**config.mk**
```make
export PLATFORM = sky130hd
export DESIGN_NAME = eep_slave_engine
export DESIGN_NICKNAME = d
export VERILOG_FILES = /design/src/rtl/eep_pkg.sv /design/src/rtl/eep_line_sync.sv /design/src/rtl/eep_dev_match.sv /design/src/rtl/eep_xact_fsm.sv /design/src/rtl/eep_slave_engine.sv
export SDC_FILE = /design/constraint.sdc
export NUM_CORES = 1
export LEC_CHECK = 0
export ABC_AREA = 0
export BUFFER_PORTS_ARGS = -buffer_cell sky130_fd_sc_hd__buf_2
export CORE_MARGIN = 4
export CORE_UTILIZATION = 60
export DETAILED_ROUTE_END_ITERATION = 8
export PLACE_DENSITY = 0.82
export SETUP_SLACK_MARGIN = 0.2
export SKIP_LAST_GASP = 1
export SLEW_MARGIN = 25
export SYNTH_ARGS = -nofsm -noshare
export SYNTH_HDL_FRONTEND = slang
export SYNTH_SLANG_ARGS = --single-unit
```
**constraint.sdc**
```tcl
create_clock -name clk_i -period 4.9 [get_ports clk_i]
set_clock_uncertainty 0.05 [all_clocks]
set_input_delay 0.245 -clock clk_i [delete_from_list [all_inputs] [get_ports clk_i]]
set_output_delay 0.245 -clock clk_i [all_outputs]
set_load 0.01 [all_outputs]
```
**src/rtl/eep_pkg.sv**
```systemverilog
package eep_pkg;
  localparam int BYTE_W = 8;
  localparam int CNT_W  = 4;

  typedef enum logic [3:0] {
    ST_IDLE,
    ST_DEV,
    ST_DEV_ACK,
    ST_WADDR,
    ST_WADDR_ACK,
    ST_WDATA,
    ST_WDATA_ACK,
    ST_RDATA,
    ST_RACK,
    ST_HOLD
  } eep_state_e;
endpackage

```
**src/rtl/eep_line_sync.sv**
```systemverilog
module eep_line_sync #(
  parameter int STAGES = 2
) (
  input  logic clk_i,
  input  logic rst_ni,
  input  logic scl_i,
  input  logic sda_i,
  output logic scl_lvl_o,
  output logic sda_lvl_o,
  output logic scl_rise_o,
  output logic scl_fall_o,
  output logic start_o,
  output logic stop_o
);
  localparam int LINES = 2;

  logic [LINES-1:0] raw, lvl, lvl_q;
  assign raw = {scl_i, sda_i};

  for (genvar g = 0; g < LINES; g++) begin : g_line
    logic [STAGES-1:0] chain;
    always_ff @(posedge clk_i or negedge rst_ni) begin
      if (!rst_ni) chain <= '1;
      else         chain <= {chain[STAGES-2:0], raw[g]};
    end
    assign lvl[g] = chain[STAGES-1];
  end

  always_ff @(posedge clk_i or negedge rst_ni) begin
    if (!rst_ni) lvl_q <= '1;
    else         lvl_q <= lvl;
  end

  assign scl_lvl_o  = lvl[1];
  assign sda_lvl_o  = lvl[0];
  assign scl_rise_o = lvl[1] & ~lvl_q[1];
  assign scl_fall_o = ~lvl[1] & lvl_q[1];
  // framing only counts when clock was high on both samples
  assign start_o    = lvl[1] & lvl_q[1] & lvl_q[0] & ~lvl[0];
  assign stop_o     = lvl[1] & lvl_q[1] & ~lvl_q[0] & lvl[0];
endmodule

```
**src/rtl/eep_dev_match.sv**
```systemverilog
module eep_dev_match #(
  parameter logic [3:0] DEV_TYPE = 4'b1010
) (
  input  logic [7:0] dev_byte_i,
  input  logic [2:0] strap_i,
  output logic       hit_o
);
  assign hit_o = (dev_byte_i[7:4] == DEV_TYPE) && (dev_byte_i[3:1] == strap_i);
endmodule

```
**src/rtl/eep_xact_fsm.sv**
```systemverilog
module eep_xact_fsm
  import eep_pkg::*;
#(
  parameter int AW = 7
) (
  input  logic              clk_i,
  input  logic              rst_ni,
  input  logic              scl_lvl_i,
  input  logic              sda_lvl_i,
  input  logic              scl_rise_i,
  input  logic              scl_fall_i,
  input  logic              start_i,
  input  logic              stop_i,
  input  logic              dev_hit_i,
  input  logic              busy_i,
  input  logic [BYTE_W-1:0] mem_rdata_i,
  output logic [BYTE_W-1:0] rx_byte_o,
  output logic              pull_o,
  output logic [AW-1:0]     mem_addr_o,
  output logic              mem_we_o,
  output logic [BYTE_W-1:0] mem_wdata_o
);
  localparam logic [CNT_W-1:0] LAST_BIT = CNT_W'(BYTE_W);
  localparam logic [CNT_W-1:0] LAST_TX  = CNT_W'(BYTE_W - 1);

  eep_state_e        st_q;
  logic [CNT_W-1:0]  cnt_q;
  logic [BYTE_W-1:0] rx_q, wdata_q;
  logic [BYTE_W-2:0] tx_q;
  logic [AW-1:0]     ptr_q;
  logic              pull_q, we_q, rw_q, mack_q;

  always_ff @(posedge clk_i or negedge rst_ni) begin
    if (!rst_ni) begin
      st_q    <= ST_IDLE;
      cnt_q   <= '0;
      rx_q    <= '0;
      tx_q    <= '0;
      wdata_q <= '0;
      ptr_q   <= '0;
      pull_q  <= 1'b0;
      we_q    <= 1'b0;
      rw_q    <= 1'b0;
      mack_q  <= 1'b0;
    end else begin
      // pointer steps one clock after the strobe so the array sees the old address
      if (we_q) begin
        we_q  <= 1'b0;
        ptr_q <= ptr_q + AW'(1);
      end
      if (start_i) begin
        st_q   <= ST_DEV;
        cnt_q  <= '0;
        pull_q <= 1'b0;
      end else if (stop_i) begin
        st_q   <= ST_IDLE;
        cnt_q  <= '0;
        pull_q <= 1'b0;
      end else begin
        unique case (st_q)
          ST_DEV, ST_WADDR, ST_WDATA: begin
            if (scl_rise_i && cnt_q < LAST_BIT) begin
              rx_q  <= {rx_q[BYTE_W-2:0], sda_lvl_i};
              cnt_q <= cnt_q + CNT_W'(1);
            end else if (scl_fall_i && cnt_q == LAST_BIT) begin
              cnt_q <= '0;
              if (st_q == ST_DEV) begin
                if (dev_hit_i && !busy_i) begin
                  pull_q <= 1'b1;
                  rw_q   <= rx_q[0];
                  st_q   <= ST_DEV_ACK;
                end else begin
                  st_q <= ST_HOLD;
                end
              end else if (st_q == ST_WADDR) begin
                ptr_q  <= rx_q[AW-1:0];
                pull_q <= 1'b1;
                st_q   <= ST_WADDR_ACK;
              end else begin
                we_q    <= 1'b1;
                wdata_q <= rx_q;
                pull_q  <= 1'b1;
                st_q    <= ST_WDATA_ACK;
              end
            end
          end
          ST_DEV_ACK, ST_WADDR_ACK, ST_WDATA_ACK: begin
            if (scl_fall_i) begin
              cnt_q <= '0;
              if (st_q == ST_DEV_ACK && rw_q) begin
                tx_q   <= mem_rdata_i[BYTE_W-2:0];
                pull_q <= ~mem_rdata_i[BYTE_W-1];
                st_q   <= ST_RDATA;
              end else begin
                pull_q <= 1'b0;
                st_q   <= (st_q == ST_DEV_ACK) ? ST_WADDR : ST_WDATA;
              end
            end
          end
          ST_RDATA: begin
            if (scl_fall_i) begin
              if (cnt_q == LAST_TX) begin
                pull_q <= 1'b0;
                ptr_q  <= ptr_q + AW'(1);
                st_q   <= ST_RACK;
              end else begin
                pull_q <= ~tx_q[BYTE_W-2];
                tx_q   <= {tx_q[BYTE_W-3:0], 1'b0};
                cnt_q  <= cnt_q + CNT_W'(1);
              end
            end
          end
          ST_RACK: begin
            if (scl_rise_i) begin
              mack_q <= ~sda_lvl_i;
            end else if (scl_fall_i) begin
              if (mack_q) begin
                tx_q   <= mem_rdata_i[BYTE_W-2:0];
                pull_q <= ~mem_rdata_i[BYTE_W-1];
                cnt_q  <= '0;
                st_q   <= ST_RDATA;
              end else begin
                st_q <= ST_HOLD;
              end
            end
          end
          default: ;
        endcase
      end
    end
  end

  assign rx_byte_o   = rx_q;
  assign pull_o      = pull_q;
  assign mem_addr_o  = ptr_q;
  assign mem_we_o    = we_q;
  assign mem_wdata_o = wdata_q;

  a_r2_quiet_when_unselected: assert property (@(posedge clk_i) disable iff (!rst_ni)
    (st_q == ST_IDLE || st_q == ST_HOLD) |-> !pull_o);

  a_r11_pull_moves_scl_low: assert property (@(posedge clk_i) disable iff (!rst_ni)
    !$stable(pull_o) |-> !scl_lvl_i);

  a_r4_single_write_strobe: assert property (@(posedge clk_i) disable iff (!rst_ni)
    mem_we_o |=> !mem_we_o);

  a_r4_strobe_then_step: assert property (@(posedge clk_i) disable iff (!rst_ni)
    mem_we_o |=> (mem_addr_o != $past(mem_addr_o)));

  a_r6_release_for_master_ack: assert property (@(posedge clk_i) disable iff (!rst_ni)
    (st_q == ST_RACK) |-> !pull_o);

  a_r10_bit_count_bound: assert property (@(posedge clk_i) disable iff (!rst_ni)
    cnt_q <= LAST_BIT);

  a_r1_start_enters_dev: assert property (@(posedge clk_i) disable iff (!rst_ni)
    start_i |=> (st_q == ST_DEV && cnt_q == '0));
endmodule

```
**src/rtl/eep_slave_engine.sv**
```systemverilog
module eep_slave_engine #(
  parameter int         AW          = 7,
  parameter int         SYNC_STAGES = 2,
  parameter logic [3:0] DEV_TYPE    = 4'b1010
) (
  input  logic          clk_i,
  input  logic          rst_ni,
  input  logic          scl_i,
  input  logic          sda_i,
  input  logic [2:0]    strap_i,
  input  logic          busy_i,
  output logic          sda_pull_o,
  output logic [AW-1:0] mem_addr_o,
  output logic          mem_we_o,
  output logic [7:0]    mem_wdata_o,
  input  logic [7:0]    mem_rdata_i
);
  logic scl_lvl, sda_lvl, scl_rise, scl_fall, start_det, stop_det, dev_hit;
  logic [7:0] rx_byte;

  eep_line_sync #(.STAGES(SYNC_STAGES)) u_sync (
    .clk_i      (clk_i),
    .rst_ni     (rst_ni),
    .scl_i      (scl_i),
    .sda_i      (sda_i),
    .scl_lvl_o  (scl_lvl),
    .sda_lvl_o  (sda_lvl),
    .scl_rise_o (scl_rise),
    .scl_fall_o (scl_fall),
    .start_o    (start_det),
    .stop_o     (stop_det)
  );

  eep_dev_match #(.DEV_TYPE(DEV_TYPE)) u_match (
    .dev_byte_i (rx_byte),
    .strap_i    (strap_i),
    .hit_o      (dev_hit)
  );

  eep_xact_fsm #(.AW(AW)) u_fsm (
    .clk_i       (clk_i),
    .rst_ni      (rst_ni),
    .scl_lvl_i   (scl_lvl),
    .sda_lvl_i   (sda_lvl),
    .scl_rise_i  (scl_rise),
    .scl_fall_i  (scl_fall),
    .start_i     (start_det),
    .stop_i      (stop_det),
    .dev_hit_i   (dev_hit),
    .busy_i      (busy_i),
    .mem_rdata_i (mem_rdata_i),
    .rx_byte_o   (rx_byte),
    .pull_o      (sda_pull_o),
    .mem_addr_o  (mem_addr_o),
    .mem_we_o    (mem_we_o),
    .mem_wdata_o (mem_wdata_o)
  );
endmodule

```
# After elaboration in Yosys (flattened, before gate mapping)
# Cells that the tools add are included.
# word_totals
output_inout_bits	17
input_bits	16
reg_bits	48
elab_cells	148
# op_classes
n_reduce_logical	18
n_eq_ne	30
n_mux	66
bitwise_logic	18
addsub	2
order_cmp	1
# op_table
op	n
$mux 7	16
$mux 4	23
$pmux 4 s4	2
$ne 4x3->1 const B	6
$pmux 7 s3	1
$eq 4x3->1 const B	5
$mux 1	20
$reduce_and 8->1	2
$pmux 7 s2	1
$reduce_and 7->1	2
$eq 4x4->1 const B	3
$ne 4x4->1 const B	3
$not 1->1	11
$ne 2x1->1 const B	5
$reduce_and 10->1	1
$reduce_and 9->1	1
$eq 4x2->1 const B	2
$reduce_and 4->1	2
$add 7x1->7 const B	1
$and 1x1->1	7
$reduce_bool 6->1	1
$reduce_or 3->1	2
$logic_and 1x1->1	5
$ne 5x3->1 const B	1
11 further kinds	12

# Longest topological paths before layout
# logic_depth
word_depth	10
depth_mapped	7
mapped_depth_nobuf	6

# Cells and area by module
# From an unflattened synthesis, not the netlist that was laid out.
# unflattened
cells_unflattened	274
hier_area_um2	2837.7
# modules_own_cells
module	seq_area_each_um2	n_inst	cells_each	area_each_um2
eep_xact_fsm	1051.0	1	259	2603.7
eep_line_sync	157.7	1	10	190.2
eep_dev_match	0.0	1	5	43.8

# Worst setup path before layout
# No wires, ideal clock.
# synth_path
path_kind	register to register
from	reg u_fsm.cnt_q[0]
to	reg u_fsm.tx_q[1]
setup_ns	0.125
arrival_ns	2.126
path_stages_with_launch	8
required_ns	4.725
setup_slack_ns	2.599
path_cell_list	dfrtp_1 -> ha_1 -> and3b_1 -> buf_2 -> o21a_1 -> a21o_2 -> nor4b_4 -> mux2_2
# synth_between
elab_chain_cells	3
# synth_lines
element	line_no	source
start: declaration	eep_xact_fsm.sv:27	logic [CNT_W-1:0] cnt_q;
start signal: assignment	eep_xact_fsm.sv:64	cnt_q <= cnt_q + CNT_W'(1);
start signal: assignment	eep_xact_fsm.sv:109	cnt_q <= cnt_q + CNT_W'(1);
$eq 4x3->1	eep_xact_fsm.sv:102	if (cnt_q == LAST_TX) begin
$ne 2x2->1 (no line)	n/a	
$reduce_and 10->1 (no line)	n/a	
end signal: assignment	eep_xact_fsm.sv:91	tx_q <= mem_rdata_i[BYTE_W-2:0];
end signal: assignment	eep_xact_fsm.sv:108	tx_q <= {tx_q[BYTE_W-3:0], 1'b0};
end signal: assignment	eep_xact_fsm.sv:118	tx_q <= mem_rdata_i[BYTE_W-2:0];
end: declaration	eep_xact_fsm.sv:29	logic [BYTE_W-2:0] tx_q;
# Every way passes these cells.
# A chain may end at the register's enable or synchronous reset.

# Worst setup path after layout
# layout_path
from	reg u_sync.lvl_q[1]
to	reg u_fsm.tx_q[5]
# layout_between
elab_chain_cells	5
word_cells_on_any_way	15
cone_classes	eq/ne (4); bitwise (10); reduce/logical (1)
# layout_lines
element	line_no	source
start: declaration	eep_line_sync.sv:17	logic [LINES-1:0] raw, lvl, lvl_q;
start signal: assignment	eep_line_sync.sv:31	else lvl_q <= lvl;
$and 1x1->1	eep_line_sync.sv:39, eep_line_sync.sv:40	
$and 1x1->1, on equally long branches (2 in series)	eep_line_sync.sv:40, eep_line_sync.sv:39	
$not 1->1 (no line)	n/a	
$reduce_and 10->1 (no line) (*)	n/a	
# Every way passes the cells marked *; elsewhere a longest branch is shown, timed or not.

==> metrics.md <==
| Metric | Value |
|---|---|
| Run status | `completed` |
| Post-synthesis simple-gate area fraction | `0.190` |
| Final setup margin | `2.26 ns` |
| Avg Cell Area, Syn | `just under 10 um^2` |
| Post-CTS Setup Bufs | `0` |
| Reg2Reg Depth | `5` |
| Final setup fails | `0` |
| Synthesized area | `between 2000 and 3000 um^2` |
| H-Tree Depth | `2` |
| Yosys warnings | `0` |
| Clock root cell | `clkbuf_8` |
| Combinational family with the most area after synthesis | `simple AND/OR/NAND/NOR gates` |
| Yosys reg bits | `48` |
| Post-synthesis adder-cell area fraction | `0.0132` |
| Longest Clk Path Bufs | `2` |
| Antenna viol nets, final | `0` |
| Slew HR | `0.356` |
| Clock tree sinks | `48` |
| Cell Pwr Density | `447 nW/um^2` |
| Synth Instances | `291` |
| Yosys top cell area share | `0.370` |
| WL final | `6.55 mm` |
| Die Footprint | `roughly 6000 um^2` |
| Total core area | `4470 um^2` |
| Pre-CTS setup slack | `2.30 ns` |
| Min-delay src | `mem_rdata_i[0]` |
| Largest area contributor in the synthesized netlist | `dfrtp_1` |
| Clk pin slew, worst setup/hold paths | `roughly 0.090 ns` |
| Compound-Gate Fraction of Synth Area | `0.165` |
| Most common cell after layout, fill and taps aside | `dfrtp_1` |
| Worst slew pin tran | `between 0.9 and 1 ns` |
| Avg WL per Cell | `17.8 um` |
| Period utilization | `0.540` |
| Synth Flop Type | `dfrtp_1` |
| Largest net degree at the start of global routing | `49` |
| Tot GR Track Use | `0.237` |
| Reg-to-reg slack, setup | `2.26 ns` |
| GRT overflow | `0` |
| IO Count | `33` |
| Layout area overhead | `11.0%` |
| Hold Buf Count CTS | `2` |
| Worst skew pair latency | `roughly 0.3 ns` |
| Fraction of layout cells with a size suffix above 1 | `0.253` |
| CP Launch Type | `flop` |
| Max cap viols | `0` |
| Row count | `24` |
| Layout Nets | `334` |
| Crit path time final | `2.64 ns` |
| R2r endpoint | `u_fsm.tx_q[5]` |
| Worst hold path stage count | `3` |
| Final instance area | `approximately 3200 um^2` |
| Crit path kind | `flop to flop` |
| Peak Freq | `between 300 and 400 MHz` |
| First-pass GRT wire length | `11.2 mm` |
| Drt first pass iters | `4` |
| Xor and xnor area share after synthesis | `0.0463` |
| Die Ht | `76.8 um` |
| CTS tree | `built` |
| Crit path max fanout | `8` |
| Share of flip-flops with an asynchronous set or reset | `1.00` |
| Routed vias/inst | `6.30` |
| Routed via count | `2320` |
| Post-synth EDFFs | `0` |
| Worst hold path type | `primary input to flop` |
| R2R Path Start | `u_sync.lvl_q[1]` |
| Initial DRC count | `287` |
| Detailed Place HPWL | `4.79 mm` |
| Buffers on Ports | `32` |
| Register area share after synthesis | `0.426` |
| Final TNS setup | `0 ns` |
| CP required | `5.05 ns` |
| Hold Vio Cnt, Final | `0` |
| Unrepaired setup endpoints after global routing | `no` |
| Mux contribution to synthesized area | `0.122` |
| N_diodes | `0` |
| Vias in the first global route | `roughly 2300` |
| Fill cells | `approximately 320` |
| Initial Utilization | `0.635` |
| Crit end category | `flop` |
| Die W | `between 70 and 80 um` |
| Placed cell area | `~3000 um^2` |
| Synth Net Count | `310` |
| Most frequent cells in the layout | `42 x dfrtp_1, 31 x buf_2, 28 x mux2_2` |
| Synth top area cells | `dfrtp_1 37%, mux2_2 11%, dfstp_2 5.6%` |
| Peak VDD IR | `359 uV` |
| Library cells used by synthesis | `55` |
| CP Data Arrival Time | `2.79 ns` |
| GPL Wtd Cong | `around 0.9` |
| Hold WS | `between 0.1 and 0.15 ns` |
| # DRC | `0` |
| Clock buffers created by TritonCTS | `5` |
| Static Leakage | `0.00138 uW` |
| Cts repair resizes | `0` |
| Initial antenna violation count | `0` |
| Pins Over Slew Limit | `0` |
| Hold endpoint | `u_fsm.tx_q[0]` |
==> stage by stage <==
| stage | instances | util | total power [uW] |
|---|---|---|---|
| after detailed placement | 357 | 0.667 | 1060 |
| after global placement | 357 | 0.667 | 1040 |
| final | 368 | 0.705 | 1410 |
| after global routing | 368 | 0.705 | 1510 |
| after CTS | 367 | 0.702 | 1410 |
| after floorplan | 291 | - | 947 |
==> flip-flops by register name, summed over array words and instances (netlist names) <==
name,flops
u_fsm.cnt_q,4
u_fsm.mack_q,1
u_fsm.mem_addr_o,7
u_fsm.mem_wdata_o,8
u_fsm.mem_we_o,1
u_fsm.pull_o,1
u_fsm.rw_q,1
u_fsm.rx_byte_o,8
u_fsm.st_q,4
u_fsm.tx_q,7
u_sync.g_line.chain,4
u_sync.lvl_q,2
==> layer usage <==
| layer | part of all wire | global-route usage |
|---|---|---|
| met1 | 0.44 | 0.316 |
| met2 | 0.48 | 0.384 |
| met3 | 0.061 | 0.0492 |
| met4 | 0.019 | 0.0797 |
| met5 | 0 | 0 |
==> worst max-delay path by stage <==
stage                    start             to  slack [ns]
5_1_grt          u_fsm.st_q[0]   u_fsm.pull_o        2.03
6_report       u_sync.lvl_q[1]  u_fsm.tx_q[5]        2.26
4_1_cts        u_sync.lvl_q[1]  u_fsm.tx_q[5]        2.27
3_3_place_gp   u_sync.lvl_q[1]  u_fsm.tx_q[2]        2.37
3_5_place_dp     u_fsm.st_q[0]   u_fsm.pull_o        2.30
2_1_floorplan   u_fsm.cnt_q[0]  u_fsm.tx_q[1]        2.60
==> where the power goes <==
| group | switching [uW] | internal, uW |
|---|---|---|
| Combinational | 240 | 204 |
| Sequential | 138 | 482 |
| Clock | 141 | 205 |
| Total | 519 | 891 |
==> critical path, stage by stage, from the launching register on <==
cell and delay [ns]:
dfstp_2 0.60, nor2b_1 0.53, o31ai_1 0.19, a21o_2 0.27
nor4b_4 0.51, mux2_2 0.39
==> cell type report <==
type / instances / area [um^2] / area share
Clock inverter: 3 / 68.8 / 0.0218
Sequential cell: 48 / 1210 / 0.383
Clock buffer: 5 / 68.8 / 0.0218
Inverter: 7 / 26.3 / 0.00833
Timing Repair Buffer: 35 / 193 / 0.0611
Multi-Input combinational cell: 218 / 1520 / 0.483
Tap cell: 52 / 65.1 / 0.0206
==> cells by family after synthesis <==
| logic type | Yosys count |
|---|---|
| simple gates | 100 |
| xor+xnor | 15 |
| flops | 48 |
| fa+ha+maj | 3 |
| mux | 31 |
| compound gates | 69 |
| buf+inv | 25 |
==> cells in the mapped netlist (2+ instances only) <==
| cell type | n |
|---|---|
| o21ai_0 | 13 |
| nand4_1 | 4 |
| nor3_1 | 10 |
| xnor2_1 | 8 |
| buf_2 | 5 |
| or3_1 | 3 |
| o31ai_1 | 4 |
| or2b_1 | 2 |
| and2_1 | 2 |
| xor2_1 | 7 |
| a211oi_1 | 4 |
| a22o_1 | 3 |
| mux2i_1 | 3 |
| mux2_2 | 28 |
| nor4_1 | 2 |
| a31oi_1 | 5 |
| nor2b_1 | 4 |
| dfstp_2 | 6 |
| ha_1 | 3 |
| o32ai_1 | 3 |
| nand2b_1 | 6 |
| inv_1 | 7 |
| dfrtp_1 | 42 |
| nor2_1 | 21 |
| o21a_1 | 2 |
| a21oi_1 | 17 |
| a221o_1 | 5 |
| clkbuf_1 | 11 |
| nand2_1 | 21 |
| nand3_1 | 13 |
| o22ai_1 | 2 |
| o211ai_1 | 2 |
No activity file was read; power rests on OpenSTA's default activity.
